==> src/rtl/asrx_pkg.sv <==
package asrx_pkg;

    localparam int SAMPLE_W = 24;
    localparam int NBITS_W  = 5;

    typedef enum logic [1:0] {
        POS_RJ_MSB = 2'b00,
        POS_RJ_LSB = 2'b01,
        POS_LJ     = 2'b10,
        POS_I2S    = 2'b11
    } pos_mode_e;

    typedef struct packed {
        pos_mode_e          pos;
        logic [NBITS_W-1:0] nbits;
    } fmt_cfg_t;

    typedef struct packed {
        logic [SAMPLE_W-1:0] data;
        logic                left;
    } sample_t;

    // Non-binary length code: two codes map to the full width.
    function automatic logic [NBITS_W-1:0] len_decode(input logic [1:0] code);
        case (code)
            2'b00:   return NBITS_W'(16);
            2'b10:   return NBITS_W'(20);
            default: return NBITS_W'(24);
        endcase
    endfunction

    // Mask keeping the upper n bits of a sample.
    function automatic logic [SAMPLE_W-1:0] top_mask(input logic [NBITS_W-1:0] n);
        logic [SAMPLE_W-1:0] ones;
        ones = '1;
        return ~(ones >> n);
    endfunction

endpackage

==> src/rtl/asrx_fmt_ctrl.sv <==
module asrx_fmt_ctrl
    import asrx_pkg::*;
(
    input  logic       clk,
    input  logic       rst,
    input  logic [1:0] pos_sel,
    input  logic [1:0] len_sel,
    output fmt_cfg_t   cfg,
    output logic       fmt_changed
);
    logic [1:0] pos_q;
    logic [1:0] len_q;

    always_comb begin
        cfg.pos   = pos_mode_e'(pos_sel);
        cfg.nbits = len_decode(len_sel);
    end

    always_ff @(posedge clk) begin
        pos_q <= pos_sel;
        len_q <= len_sel;
        if (rst) begin
            fmt_changed <= 1'b0;
        end else begin
            fmt_changed <= (pos_sel != pos_q) || (len_sel != len_q);
        end
    end

endmodule

==> src/rtl/asrx_frame_track.sv <==
module asrx_frame_track #(
    parameter int IDX_W = 6
) (
    input  logic             clk,
    input  logic             rst,
    input  logic             bit_stb,
    input  logic             wclk,
    output logic             trans,
    output logic             emit,
    output logic [IDX_W-1:0] idx_now,
    output logic             prev_level
);
    localparam logic [IDX_W-1:0] IDX_ONE = {{(IDX_W-1){1'b0}}, 1'b1};
    localparam logic [IDX_W-1:0] IDX_MAX = '1;

    logic             primed;
    logic             seen;
    logic             wclk_q;
    logic [IDX_W-1:0] bit_idx;

    assign trans      = bit_stb && primed && (wclk != wclk_q);
    assign emit       = trans && seen;
    assign idx_now    = trans ? '0 : bit_idx;
    assign prev_level = wclk_q;

    always_ff @(posedge clk) begin
        if (rst) begin
            primed  <= 1'b0;
            seen    <= 1'b0;
            wclk_q  <= 1'b0;
            bit_idx <= '0;
        end else if (bit_stb) begin
            primed <= 1'b1;
            wclk_q <= wclk;
            if (trans) begin
                seen    <= 1'b1;
                bit_idx <= IDX_ONE;
            end else if (bit_idx != IDX_MAX) begin
                bit_idx <= bit_idx + IDX_ONE;
            end
        end
    end

endmodule

==> src/rtl/asrx_word_capture.sv <==
module asrx_word_capture
    import asrx_pkg::*;
#(
    parameter int IDX_W = 6
) (
    input  logic                clk,
    input  logic                rst,
    input  logic                bit_stb,
    input  logic                sdata,
    input  logic                trans,
    input  logic [IDX_W-1:0]    idx_now,
    input  fmt_cfg_t            cfg,
    output logic [SAMPLE_W-1:0] word
);
    logic [SAMPLE_W-1:0] sr_msb;
    logic [SAMPLE_W-1:0] sr_lsb;
    logic [SAMPLE_W-1:0] cap;
    logic [SAMPLE_W-1:0] cap_nxt;
    int                  lead;
    int                  slot;

    // Front-anchored capture for left-aligned and I2S placement.
    always_comb begin
        lead    = (cfg.pos == POS_I2S) ? 1 : 0;
        slot    = int'(idx_now) - lead;
        cap_nxt = trans ? '0 : cap;
        if (slot >= 0 && slot < int'(cfg.nbits)) begin
            cap_nxt[SAMPLE_W-1-slot] = sdata;
        end
    end

    always_ff @(posedge clk) begin
        if (rst) begin
            sr_msb <= '0;
            sr_lsb <= '0;
            cap    <= '0;
        end else if (bit_stb) begin
            sr_msb <= {sr_msb[SAMPLE_W-2:0], sdata};
            sr_lsb <= {sdata, sr_lsb[SAMPLE_W-1:1]};
            cap    <= cap_nxt;
        end
    end

    // Word of the half frame that is closing, before this bit is taken in.
    always_comb begin
        case (cfg.pos)
            POS_RJ_MSB: word = sr_msb << (SAMPLE_W - int'(cfg.nbits));
            POS_RJ_LSB: word = sr_lsb & top_mask(cfg.nbits);
            default:    word = cap;
        endcase
    end

endmodule

==> src/rtl/audio_serial_rx.sv <==
module audio_serial_rx
    import asrx_pkg::*;
#(
    parameter int IDX_W = 6
) (
    input  logic        clk,
    input  logic        rst,
    input  logic        bit_stb,
    input  logic        wclk,
    input  logic        sdata,
    input  logic [1:0]  pos_sel,
    input  logic [1:0]  len_sel,
    output logic        smp_valid,
    output logic [23:0] smp_data,
    output logic        smp_left,
    output logic        fmt_changed
);
    fmt_cfg_t            cfg;
    logic                trans;
    logic                emit;
    logic [IDX_W-1:0]    idx_now;
    logic                prev_level;
    logic [SAMPLE_W-1:0] word;
    sample_t             out_q;
    logic                valid_q;

    asrx_fmt_ctrl u_fmt (
        .clk         (clk),
        .rst         (rst),
        .pos_sel     (pos_sel),
        .len_sel     (len_sel),
        .cfg         (cfg),
        .fmt_changed (fmt_changed)
    );

    asrx_frame_track #(.IDX_W(IDX_W)) u_track (
        .clk        (clk),
        .rst        (rst),
        .bit_stb    (bit_stb),
        .wclk       (wclk),
        .trans      (trans),
        .emit       (emit),
        .idx_now    (idx_now),
        .prev_level (prev_level)
    );

    asrx_word_capture #(.IDX_W(IDX_W)) u_cap (
        .clk     (clk),
        .rst     (rst),
        .bit_stb (bit_stb),
        .sdata   (sdata),
        .trans   (trans),
        .idx_now (idx_now),
        .cfg     (cfg),
        .word    (word)
    );

    always_ff @(posedge clk) begin
        if (rst) begin
            out_q   <= '0;
            valid_q <= 1'b0;
        end else begin
            valid_q <= emit;
            if (emit) begin
                out_q.data <= word;
                out_q.left <= (cfg.pos == POS_I2S) ? ~prev_level : prev_level;
            end
        end
    end

    assign smp_valid = valid_q;
    assign smp_data  = out_q.data;
    assign smp_left  = out_q.left;

endmodule

==> config.mk <==
export PLATFORM = sky130hd
export DESIGN_NAME = audio_serial_rx
export DESIGN_NICKNAME = d
export VERILOG_FILES = /design/src/rtl/asrx_pkg.sv /design/src/rtl/asrx_fmt_ctrl.sv /design/src/rtl/asrx_frame_track.sv /design/src/rtl/asrx_word_capture.sv /design/src/rtl/audio_serial_rx.sv
export SDC_FILE = /design/constraint.sdc
export NUM_CORES = 1
export LEC_CHECK = 0
export ABC_AREA = 1
export CORE_MARGIN = 3
export CORE_UTILIZATION = 45
export CTS_CLUSTER_SIZE = 28
export DETAILED_ROUTE_END_ITERATION = 12
export GPL_TIMING_DRIVEN = 0
export PLACE_DENSITY_LB_ADDON = 0.25
export RECOVER_POWER = 25
export SLEW_MARGIN = 30
export SYNTH_ARGS = -nofsm -noshare
export SYNTH_HDL_FRONTEND = slang
export SYNTH_HIERARCHICAL = 1
export SYNTH_SLANG_ARGS = --single-unit
==> constraint.sdc <==
create_clock -name clk -period 5.2 [get_ports clk]
set_clock_uncertainty 0.15 [all_clocks]
set_input_delay 1.3 -clock clk [delete_from_list [all_inputs] [get_ports clk]]
set_output_delay 1.3 -clock clk [all_outputs]
set_load 0.01 [all_outputs]
---- After elaboration in Yosys (flattened, before gate mapping) ----
Index checks and enable logic that the tools add are counted.
W data, S select, Z words.
storage, ports and cells
  register bits after elaboration ......... 112
  input port bits ......................... 9
  output and inout bits ................... 27
  word-level logic and storage cells ...... 56
cells by class
  add/subtract/negate cells ............... 4
  order comparisons ....................... 4
  equality and inequality tests ........... 7
  shifts and indexed selects .............. 2
  muxes and demuxes ....................... 12
  bitwise logic cells ..................... 3
  reductions and logical operators ........ 11
operators with widths
  operator                 number
  $ge A32 B1 Y1 const B    2
  $mux W24                 2
  $pmux W24 S2             1
  $lt A32 B6 Y1            1
  $lt A32 B7 Y1 const B    1
  $shl A24 B32 Y24         1
  $sub A6 B32 Y32 const A  1
  $sub A7 B32 Y32          1
  $and A24 B24 Y24         1
  $bwmux W24               1
  $not A24 Y24             1
  $shr A24 B5 Y24 const A  1
  $mux W6                  3
  $pmux W4 S2              1
  $add A6 B1 Y6 const B    1
  $ne A6 B6 Y1 const B     1
  $sub A5 B5 Y6 const A    1
  $demux W1 S5             1
  $logic_and A1 B1 Y1      5
  $eq A2 B2 Y1 const B     2
  $logic_not A2 Y1         2
  $ne A2 B2 Y1             2
  $reduce_and A2 Y1        2
  $mux W1                  3
  other kinds (5)          5

---- Depth between registers and ports, before layout ----
Gate-level depths: netlist (run 1).
  depth in word-level cells ............... 11
  gate-level depth with buffers ........... 23
  mapped depth without buffers ............ 21

---- Hierarchy ----
The synthesis (run 1) kept the hierarchy.
modules (own cells, without submodules)
  module             instances  cells each  area an instance (um^2)  seq. area each (um^2)
  asrx_word_capture  1          823         4858.4                   960.9
  audio_serial_rx    1          114         919.6                    520.5
  asrx_frame_track   1          87          555.5                    180.2
  asrx_fmt_ctrl      1          37          240.2                    100.1

---- Worst setup path after synthesis (run 1) ----
No wires, ideal clock.
  path type ............................... input -> register
  from .................................... in pos_sel[1]
  to ...................................... reg u_cap.cap[9]
  library setup time ...................... 0.132 ns
  data arrival time ....................... 3.973 ns
  data required time ...................... 4.918 ns
  setup slack ............................. 0.945 ns
  stages on the path ...................... 21
  path buffers ............................ 5
  cell sequence ........................... buf_4 -> buf_2 -> buf_1 -> nand2_1 -> inv_1 -> ha_1 -> ha_1 -> inv_1 -> or2_2 -> nand2_2 -> ha_1 -> a21oi_1 -> nand2_1 -> inv_1 -> o211ai_2 -> buf_6 -> buf_4 -> nor2_1 -> nand2_1 -> nand3_1 -> a21oi_1
on the way
  cells in the longest elaborated chain, start to end .. 10
  elaborated cells on any way between the ends .. 14
  classes of those cells .................. add/sub: 2; order compare: 4; eq/ne: 1; mux: 5; reduce/logical: 2
RTL lines
  item                                                                  line                     text
  start, declared                                                       audio_serial_rx.sv:11    input logic [1:0] pos_sel,
  $eq A2 B2 Y1 *                                                        asrx_word_capture.sv:24  lead = (cfg.pos == POS_I2S) ? 1 : 0;
  $mux W1 *                                                             asrx_word_capture.sv:24
  $sub A7 B32 Y32 *                                                     asrx_word_capture.sv:25  slot = int'(idx_now) - lead;
  $sub A6 B32 Y32                                                       asrx_word_capture.sv:28  cap_nxt[SAMPLE_W-1-slot] = sdata;
  $ge A32 B1 Y1 (implied by the code) or $lt A32 B7 Y1 (tied branches)  asrx_word_capture.sv:28
  $logic_and A1 B1 Y1 (implied by the code)                             asrx_word_capture.sv:28
  $mux W1 (implied by the code)                                         asrx_word_capture.sv:28
  $demux W1 S5                                                          --
  $bwmux W24                                                            asrx_word_capture.sv:28
  $mux W24 *                                                            asrx_word_capture.sv:27  if (slot >= 0 && slot < int'(cfg.nbits)) begin
  end signal, assigned                                                  asrx_word_capture.sv:40  cap <= cap_nxt;
  end, declared                                                         asrx_word_capture.sv:17  logic [SAMPLE_W-1:0] cap;
Every way passes the cells marked *; elsewhere a longest branch is shown, timed or not.
A chain may end at the register's enable or synchronous reset.

---- Worst setup path in the final report (run 1) ----
  from .................................... in pos_sel[1]
  to ...................................... reg u_cap.cap[0]
Same word-level chain as after synthesis.

==> key figures, run 1 <==
Run status
  – Outcome: finished clean

Floorplan
  – Die X: 127 um
  – Vert. Die Dim: 127 um
  – Std cell rows: 43
  – Top-level port count: 36
  – Die footprint: 0.0161 mm^2
  – Initial core utilization: a little under half
  – Core ar.: 0.0141 mm^2

Yosys
  – Number of distinct library cells after synthesis: 40
  – Cell type with the largest total area after synthesis: dfxtp_1
  – Fraction of synthesized cell area in xor and xnor cells: 0.133%
  – Fraction of registers with async set or reset after synthesis: 0%
  – Area share of fa/ha/maj cells after synthesis: 2.47%
  – Yosys top cell area share: 26.8%
  – Post-synthesis instance total: 1061
  – Top post-synthesis cells by area: dfxtp_1, nand2_1, nand3_1
  – Synth Flop Type: dfxtp_1
  – Synthesized area per cell: slightly above 6 um^2
  – Combinational family with the most area after synthesis: simple AND/OR/NAND/NOR gates
  – Mux share of post-synthesis cell area: 0%
  – Sequential share of the synthesized area: about 27%
  – Synthesized cell area: about 0.0066 mm^2
  – Simple-gate area share of the yosys netlist: 41.6%
  – Register bit count reported by yosys: 88
  – Compound-gate portion of the synthesized area: between 10% and 20%
  – Yosys warns: 6
  – Number of enable flip-flop cells after synthesis: 0

Global route
  – Via count of the first global-routing pass: around 6600
  – Aggregate global-route resource usage: between 20% and 30%
  – Congestion Overflow GR: 0
  – Global-route wire length before repair: 34800 um
  – Pin count of the biggest net entering global routing: 16
  – Number of antenna violations at the first check in global routing: 0

Final layout
  – Signed area change from the synthesized netlist to the final layout: 12.8%
  – Number of nets in the final layout: around 1100
  – N_diodes: 0
  – Utilization after layout: 52.6%
  – Post-Layout Inst Area: 0.00742 mm^2
  – Ratio of cells with drive above 1 in the final layout: about a tenth
  – Non-filler cells, final: around 1300

Setup path
  – Kind of end point of the critical path: flop
  – Slowest cell on the critical path: dlygate4sd3_1
  – Worst endpoint required time: 5.26 ns
  – Capture point of the worst reg-to-reg path: u_cap/cap[0]
  – Kind of start point of the critical path: primary input
  – Kind of cell adding the most delay to the critical path: buffers and inverters
  – Crit-path cells: dlygate4sd3_1 -> buf_4 -> buf_2 -> nand2_1 -> inv_1 -> ha_1 -> ha_1 -> inv_1 -> or2_2 -> nand2_2 -> ha_1 -> a21oi_1 -> nand2_1 -> inv_1 -> o211ai_2 -> buf_6 -> buf_6 -> nor2_1 -> nand2_1 -> nand3_1 -> a21oi_1
  – Critical path's largest stage delay: approximately 0.6 ns
  – Largest fanout on the critical path: 18
  – Type of the worst setup path: in -> reg
  – Data arrival time at the worst-slack endpoint: 4.88 ns
  – Critical path buffers and inverters: 8
  – R2R cell count: 23
  – Slack of the worst reg-to-reg path: 1.67 ns
  – Worst setup path startpoint: pos_sel[1]
  – RR Startpoint: u_track/prev_level

Power and ir drop
  – Power Dens Cells: 246 mW/mm^2
  – Static leakage: 3.09 nW
  – Comb power frac: 26.6%
  – Peak VDD IR: between 0.15 and 0.2 mV
  – Sequential fraction of design power: 39.4%
  – Share of total power in the clock network: 34.0%
  – Switching power as a share of total power: 35.0%
  – Power dissipated by switching net loads: 639 uW
  – Internal Pwr Total: 1.18 mW

Place
  – Port bufs: 35
  – Dpl ws: -0.122 ns
  – RePlAce Congestion: a little under 1
  – Area post-placement: 0.00715 mm^2
  – Cell count after placement: 1277
  – Hpwl dp: ~17000 um

Worst hold path
  – Launch instance of the worst min-delay path: u_track/seen
  – Terminating pin of the worst hold path: u_track/seen
  – Class of the most critical hold timing path: reg -> reg
  – Number of cells on the worst hold path: 2

Routing
  – Vias per inst: 5.60
  – Final Routed Wirelength: 21500 um
  – Count of antenna-violating nets left after detailed routing: 0
  – Post-DR wirelength/cell: 16.7 um
  – Number of design-rule violations left by the first detailed-router iteration: just under 800
  – DRC violation count after routing: 0
  – Detailed-routing iteration count for the pre-antenna-repair pass: 5
  – Total number of vias: between 7000 and 8000

Clock network
  – Deepest level of the CTS H-tree: 3
  – Clock tree root driver cell: clkbuf_16
  – Number of buffers between clock root and the deepest sink: 2
  – Post-CTS setup-driven buffer insertion count: 0
  – Clock Sinks: roughly 90
  – Clock Pin Slew Worst Setup and Hold Paths: 0.06 ns
  – Number of CTS-inserted buffers: 9
  – Resized cells post-CTS: 0
  – Clock insertion delay at the later pin of the skew report: 0.35 ns
  – Clock tree from TritonCTS: done
  – CTS Hold Bufs: 0

STA
  – Max-Slew Margin vs Limit: 44.7%
  – Final-report hold violation count: 0
  – Final number of max-transition violations: 0
  – Worst path setup slack after routing: about 0.4 ns
  – Setup repair after global routing missed its margin: no
  – Actual slew at the worst max-slew pin: 0.827 ns
  – Peak clock frequency supported by timing: 208 MHz
  – Total of endpoints with negative setup slack in the final report: 0
  – Fin crit period: ~4.8 ns
  – Final clock period utilization by the worst path: between 90% and 100%

Run
  – Max-Cap Viols: 0
final cells by class:
| type | count | area (um^2) |
|---|---|---|
| flip-flops and latches | 88 | 1760 |
| inverters | 82 | 310 |
| well taps | 180 | 225 |
| fillers | 1496 | 6680 |
| repair buffers | 35 | 350 |
| multi-input cells | 825 | 4080 |
| clock inverters | 5 | 41.3 |
| plain buffers | 66 | 422 |
| clock buffers | 11 | 233 |
layout by cell type, fill, tap and decap left out, types with 3 or more instances in the layout:
| cell type | count |
|---|---|
| buf_6 | 6 |
| buf_2 | 10 |
| ha_1 | 13 |
| clkbuf_1 | 25 |
| a32oi_1 | 5 |
| a21oi_1 | 55 |
| nand3_1 | 135 |
| nand3_2 | 25 |
| o211ai_1 | 24 |
| dfxtp_1 | 88 |
| o21ai_1 | 34 |
| conb_1 | 3 |
| o21ai_0 | 40 |
| a211oi_1 | 20 |
| inv_2 | 8 |
| inv_1 | 72 |
| nand2_4 | 3 |
| buf_4 | 9 |
| o21ai_2 | 5 |
| nor2_1 | 160 |
| nand2_1 | 264 |
| clkdlybuf4s50_1 | 18 |
| clkbuf_16 | 9 |
| nand2_2 | 9 |
| a22oi_1 | 4 |
| nand4_1 | 4 |
| nor2_2 | 8 |
| buf_1 | 12 |
| dlygate4sd3_1 | 17 |
| nor2_4 | 3 |
synth_stat cells, drive strengths merged (5+ instances only):
| master | count |
|---|---|
| inv | 81 |
| a21oi | 56 |
| dfxtp | 88 |
| nand3 | 160 |
| a211oi | 20 |
| nor2 | 171 |
| a32oi | 5 |
| o211ai | 25 |
| nand2 | 276 |
| ha | 13 |
| clkbuf | 24 |
| o21ai | 79 |
| buf | 41 |
power groups by stage:
stage | combinational (mW) | clock (mW) | sequential, mW
after global routing | 0.537 | 0.668 | 0.719
after floorplan | 0.356 | 0 | 0.723
after detailed placement | 0.463 | 0 | 0.732
after CTS | 0.464 | 0.636 | 0.716
after global placement | 0.462 | 0 | 0.731
final | 0.486 | 0.620 | 0.717
worst reg2reg max path, delay by kind of cell, from the launching register on:
family / cells / cell delay, ns
DFF: 1 / 0.39
adders and majority gates: 3 / 0.77
and+or+nand+nor: 9 / 0.95
AOI/OAI and AO/OA: 3 / 0.34
buffers and inverters: 8 / 0.78
flip-flops by register name, summed over array words and instances, names as in the netlist:
name,flops
u_fmt/pos_q,2
u_track/primed,1
u_track/prev_level,1
u_cap/sr_msb,23
u_cap/cap,24
smp_data,24
u_track/bit_idx,6
u_track/seen,1
u_fmt/fmt_changed,1
u_cap/sr_lsb,1
smp_left,1
u_fmt/len_q,2
smp_valid,1
layer usage:
metal	vias up	track usage, %	wire, um
met5	-	0	0
met4	0	8.71	590
li1	3599	-	-
met3	52	6.02	1700
met1	3286	37.6	9580
met2	301	42.0	9670
worst max path at each step:
stage                                to  slack [ns]  cells past startpoint
final                      u_cap/cap[0]        0.39                     21
after global routing      u_cap/cap[15]        0.08                     21
after CTS                 u_cap/cap[18]        0.24                     22
after detailed placement  u_cap/cap[17]       -0.12                     22
after global placement    u_cap/cap[18]       -0.07                     22
after floorplan            u_cap/cap[9]        0.95                     21
metrics by stage:
| step | hold WS, ns | setup TNS [ns] | power (mW) |
|---|---|---|---|
| 6_report | 0.325 | 0 | 1.82 |
| 3_5_place_dp | 0.313 | -1.63 | 1.19 |
| 4_1_cts | 0.325 | 0 | 1.82 |
| 5_1_grt | 0.343 | 0 | 1.92 |
| 2_1_floorplan | 0.280 | 0 | 1.08 |
| 3_3_place_gp | 0.295 | -0.855 | 1.19 |
kinds of logic after synthesis:
group	count (synthesis)
and+or+nand+nor	614
AOI/OAI and AO/OA	194
buffers and inverters	149
DFF	88
adders and majority gates	13
other	2
xor gates and xnor gates	1
(Power assumes the default switching activity.)
==> inputs of run 2 (changes only) <==
Clock period 5.2 ns to 5.3 ns, I/O delays scaled along.
==> run 2 against run 1 <==
Effect of this change: via count decreased by 0.26%; register-to-register slack improved by 0.08 ns; routed wire length unchanged; count of clock-buffer cells in the layout unchanged; combinational power decreased by 2%; sequential power decreased by 2%; sequential share of layout area about the same; cell count unchanged; setup slack improved by 0.084 ns; global-route usage unchanged; largest cell class unchanged; largest power group unchanged.
==> key figures, run 2 (synthesis results as in run 1) <==
STA
  – Final clock period utilization by the worst path: around nine tenths
  – Actual slew at the worst max-slew pin: about 0.83 ns
  – Peak clock frequency supported by timing: between 200 and 250 MHz
  – Final-report hold violation count: 0
  – Final number of max-transition violations: 0
  – Setup repair after global routing missed its margin: no
  – Max-Slew Margin vs Limit: 44.6%
  – Fin crit period: 4.83 ns
  – Total of endpoints with negative setup slack in the final report: 0

Final layout
  – Utilization after layout: 52.6%
  – Number of nets in the final layout: between 1000 and 1500
  – Signed area change from the synthesized netlist to the final layout: 12.8%
  – Ratio of cells with drive above 1 in the final layout: 9.89%
  – N_diodes: 0
  – Most frequent standard cell in the layout excluding fill and tap cells: nand2_1
  – Register cell area after layout: 0.00176 mm^2
  – Total area of multi-input combinational cells: 0.00407 mm^2
  – Fill cell count: 1497
  – Top library cells by usage in the layout, fill and taps aside: nand2_1, nor2_1, nand3_1, dfxtp_1, inv_1

Power and ir drop
  – Static leakage: 3.09 nW
  – Switching power as a share of total power: around a third
  – Total power: 1.79 mW
  – Power dissipated by switching net loads: 627 uW
  – Power Dens Cells: 241 mW/mm^2
  – Internal Pwr Total: 1.16 mW
  – Sequential fraction of design power: about two fifths
  – Peak VDD IR: 0.164 mV
  – Share of total power in the clock network: 34.0%
  – Comb power frac: 26.7%

Clock network
  – Clock Pin Slew Worst Setup and Hold Paths: 0.07 ns
  – Post-CTS setup-driven buffer insertion count: 0
  – Clock tree root driver cell: clkbuf_16
  – Clock Sinks: 88
  – CTS Hold Bufs: 0
  – Number of CTS-inserted buffers: 9
  – Deepest level of the CTS H-tree: 3
  – Number of buffers between clock root and the deepest sink: 2
  – Clock insertion delay at the later pin of the skew report: 0.35 ns
  – Resized cells post-CTS: 0
  – Clock tree from TritonCTS: done

Setup path
  – Kind of end point of the critical path: flop
  – Type of the worst setup path: in -> reg
  – Kind of start point of the critical path: primary input
  – Worst endpoint required time: roughly 5.4 ns
  – Data arrival time at the worst-slack endpoint: 4.89 ns
  – Largest fanout on the critical path: 18

Floorplan
  – Core ar.: 0.0141 mm^2
  – Die footprint: around 0.016 mm^2
  – Die X: 127 um
  – Vert. Die Dim: 127 um
  – Initial core utilization: 46.6%
  – Std cell rows: 43
  – Top-level port count: 36

Routing
  – DRC violation count after routing: 0
  – Final Routed Wirelength: around 22000 um
  – Post-DR wirelength/cell: roughly 17 um
  – Detailed-routing iteration count for the pre-antenna-repair pass: 5
  – Vias per inst: approximately 5.6
  – Total number of vias: 7219
  – Number of design-rule violations left by the first detailed-router iteration: between 700 and 800
  – Count of antenna-violating nets left after detailed routing: 0

Global route
  – Via count of the first global-routing pass: 6561
  – Number of antenna violations at the first check in global routing: 0
  – Aggregate global-route resource usage: between 20% and 30%
  – Congestion Overflow GR: 0
  – Global-route wire length before repair: around 35000 um
  – Pin count of the biggest net entering global routing: 16

Place
  – RePlAce Congestion: roughly 0.96
  – Hpwl dp: 16700 um
  – Port bufs: 35

Worst hold path
  – Class of the most critical hold timing path: reg -> reg

Run
  – Max-Cap Viols: 0

Run status
  – Outcome: finished clean
run 2: cell counts in the layout (fill, tap and decap cells not counted):
Identical to the previous run, type by type.
run 2: layout make-up:
type | instances | share of cell area, %
multi-input cells | 825 | 54.9
flip-flops and latches | 88 | 23.8
plain buffers | 66 | 5.69
repair buffers | 35 | 4.73
inverters | 82 | 4.19
clock buffers | 11 | 3.14
well taps | 180 | 3.04
clock inverters | 5 | 0.557
run 2: per-stage QoR:
step                worst slack [ns]  TNS (ns)  cells  area, um^2  hold WS [ns]
finish                         0.473         0   1292        7410         0.325
global route                   0.128         0   1292        7410         0.343
CTS                            0.314         0   1293        7430         0.325
detailed placement           -0.0472    -0.366   1277        7150         0.313
global placement             0.00184         0   1277        7150         0.295
floorplan                       1.02         0   1062        6580         0.280
run 2: power groups by stage:
| stage | Clock (mW) | Sequential [mW] | Combinational, mW |
|---|---|---|---|
| floorplan | 0 | 0.709 | 0.350 |
| global placement | 0 | 0.717 | 0.453 |
| detailed placement | 0 | 0.718 | 0.455 |
| CTS | 0.624 | 0.703 | 0.455 |
| global route | 0.655 | 0.705 | 0.527 |
| finish | 0.608 | 0.704 | 0.477 |
run 2: worst max-delay path, cell delays in order:
cell and delay [ns]:
dlygate4sd3_1 0.60, buf_4 0.14, buf_2 0.29, nand2_1 0.15, inv_1 0.08, ha_1 0.27
ha_1 0.25, inv_1 0.06, or2_2 0.28, nand2_2 0.10, ha_1 0.25, a21oi_1 0.16
nand2_1 0.07, inv_1 0.06, o211ai_2 0.11, buf_6 0.16, buf_4 0.18, nor2_1 0.10
nand2_1 0.06, nand3_1 0.11, a21oi_1 0.07
run 2: path summary, 6_finish.rpt:
path | start | to | slack (ns) | cells past startpoint
setup / recovery | pos_sel[1] | u_cap/cap[14] | 0.47 | 21
hold reg to reg | u_track/seen | u_track/seen | 0.32 | 2
setup reg to reg | u_track/prev_level | u_cap/cap[14] | 1.75 | 23
hold / removal | u_track/seen | u_track/seen | 0.32 | 2
run 2: routing by layer:
metal / GRT usage, % / up-vias / wire length (um)
met5: 0 / - / 0
met4: 8.71 / 0 / 566
met3: 6.02 / 49 / 1650
met2: 42.0 / 289 / 9700
met1: 37.6 / 3280 / 9620
li1: - / 3601 / -
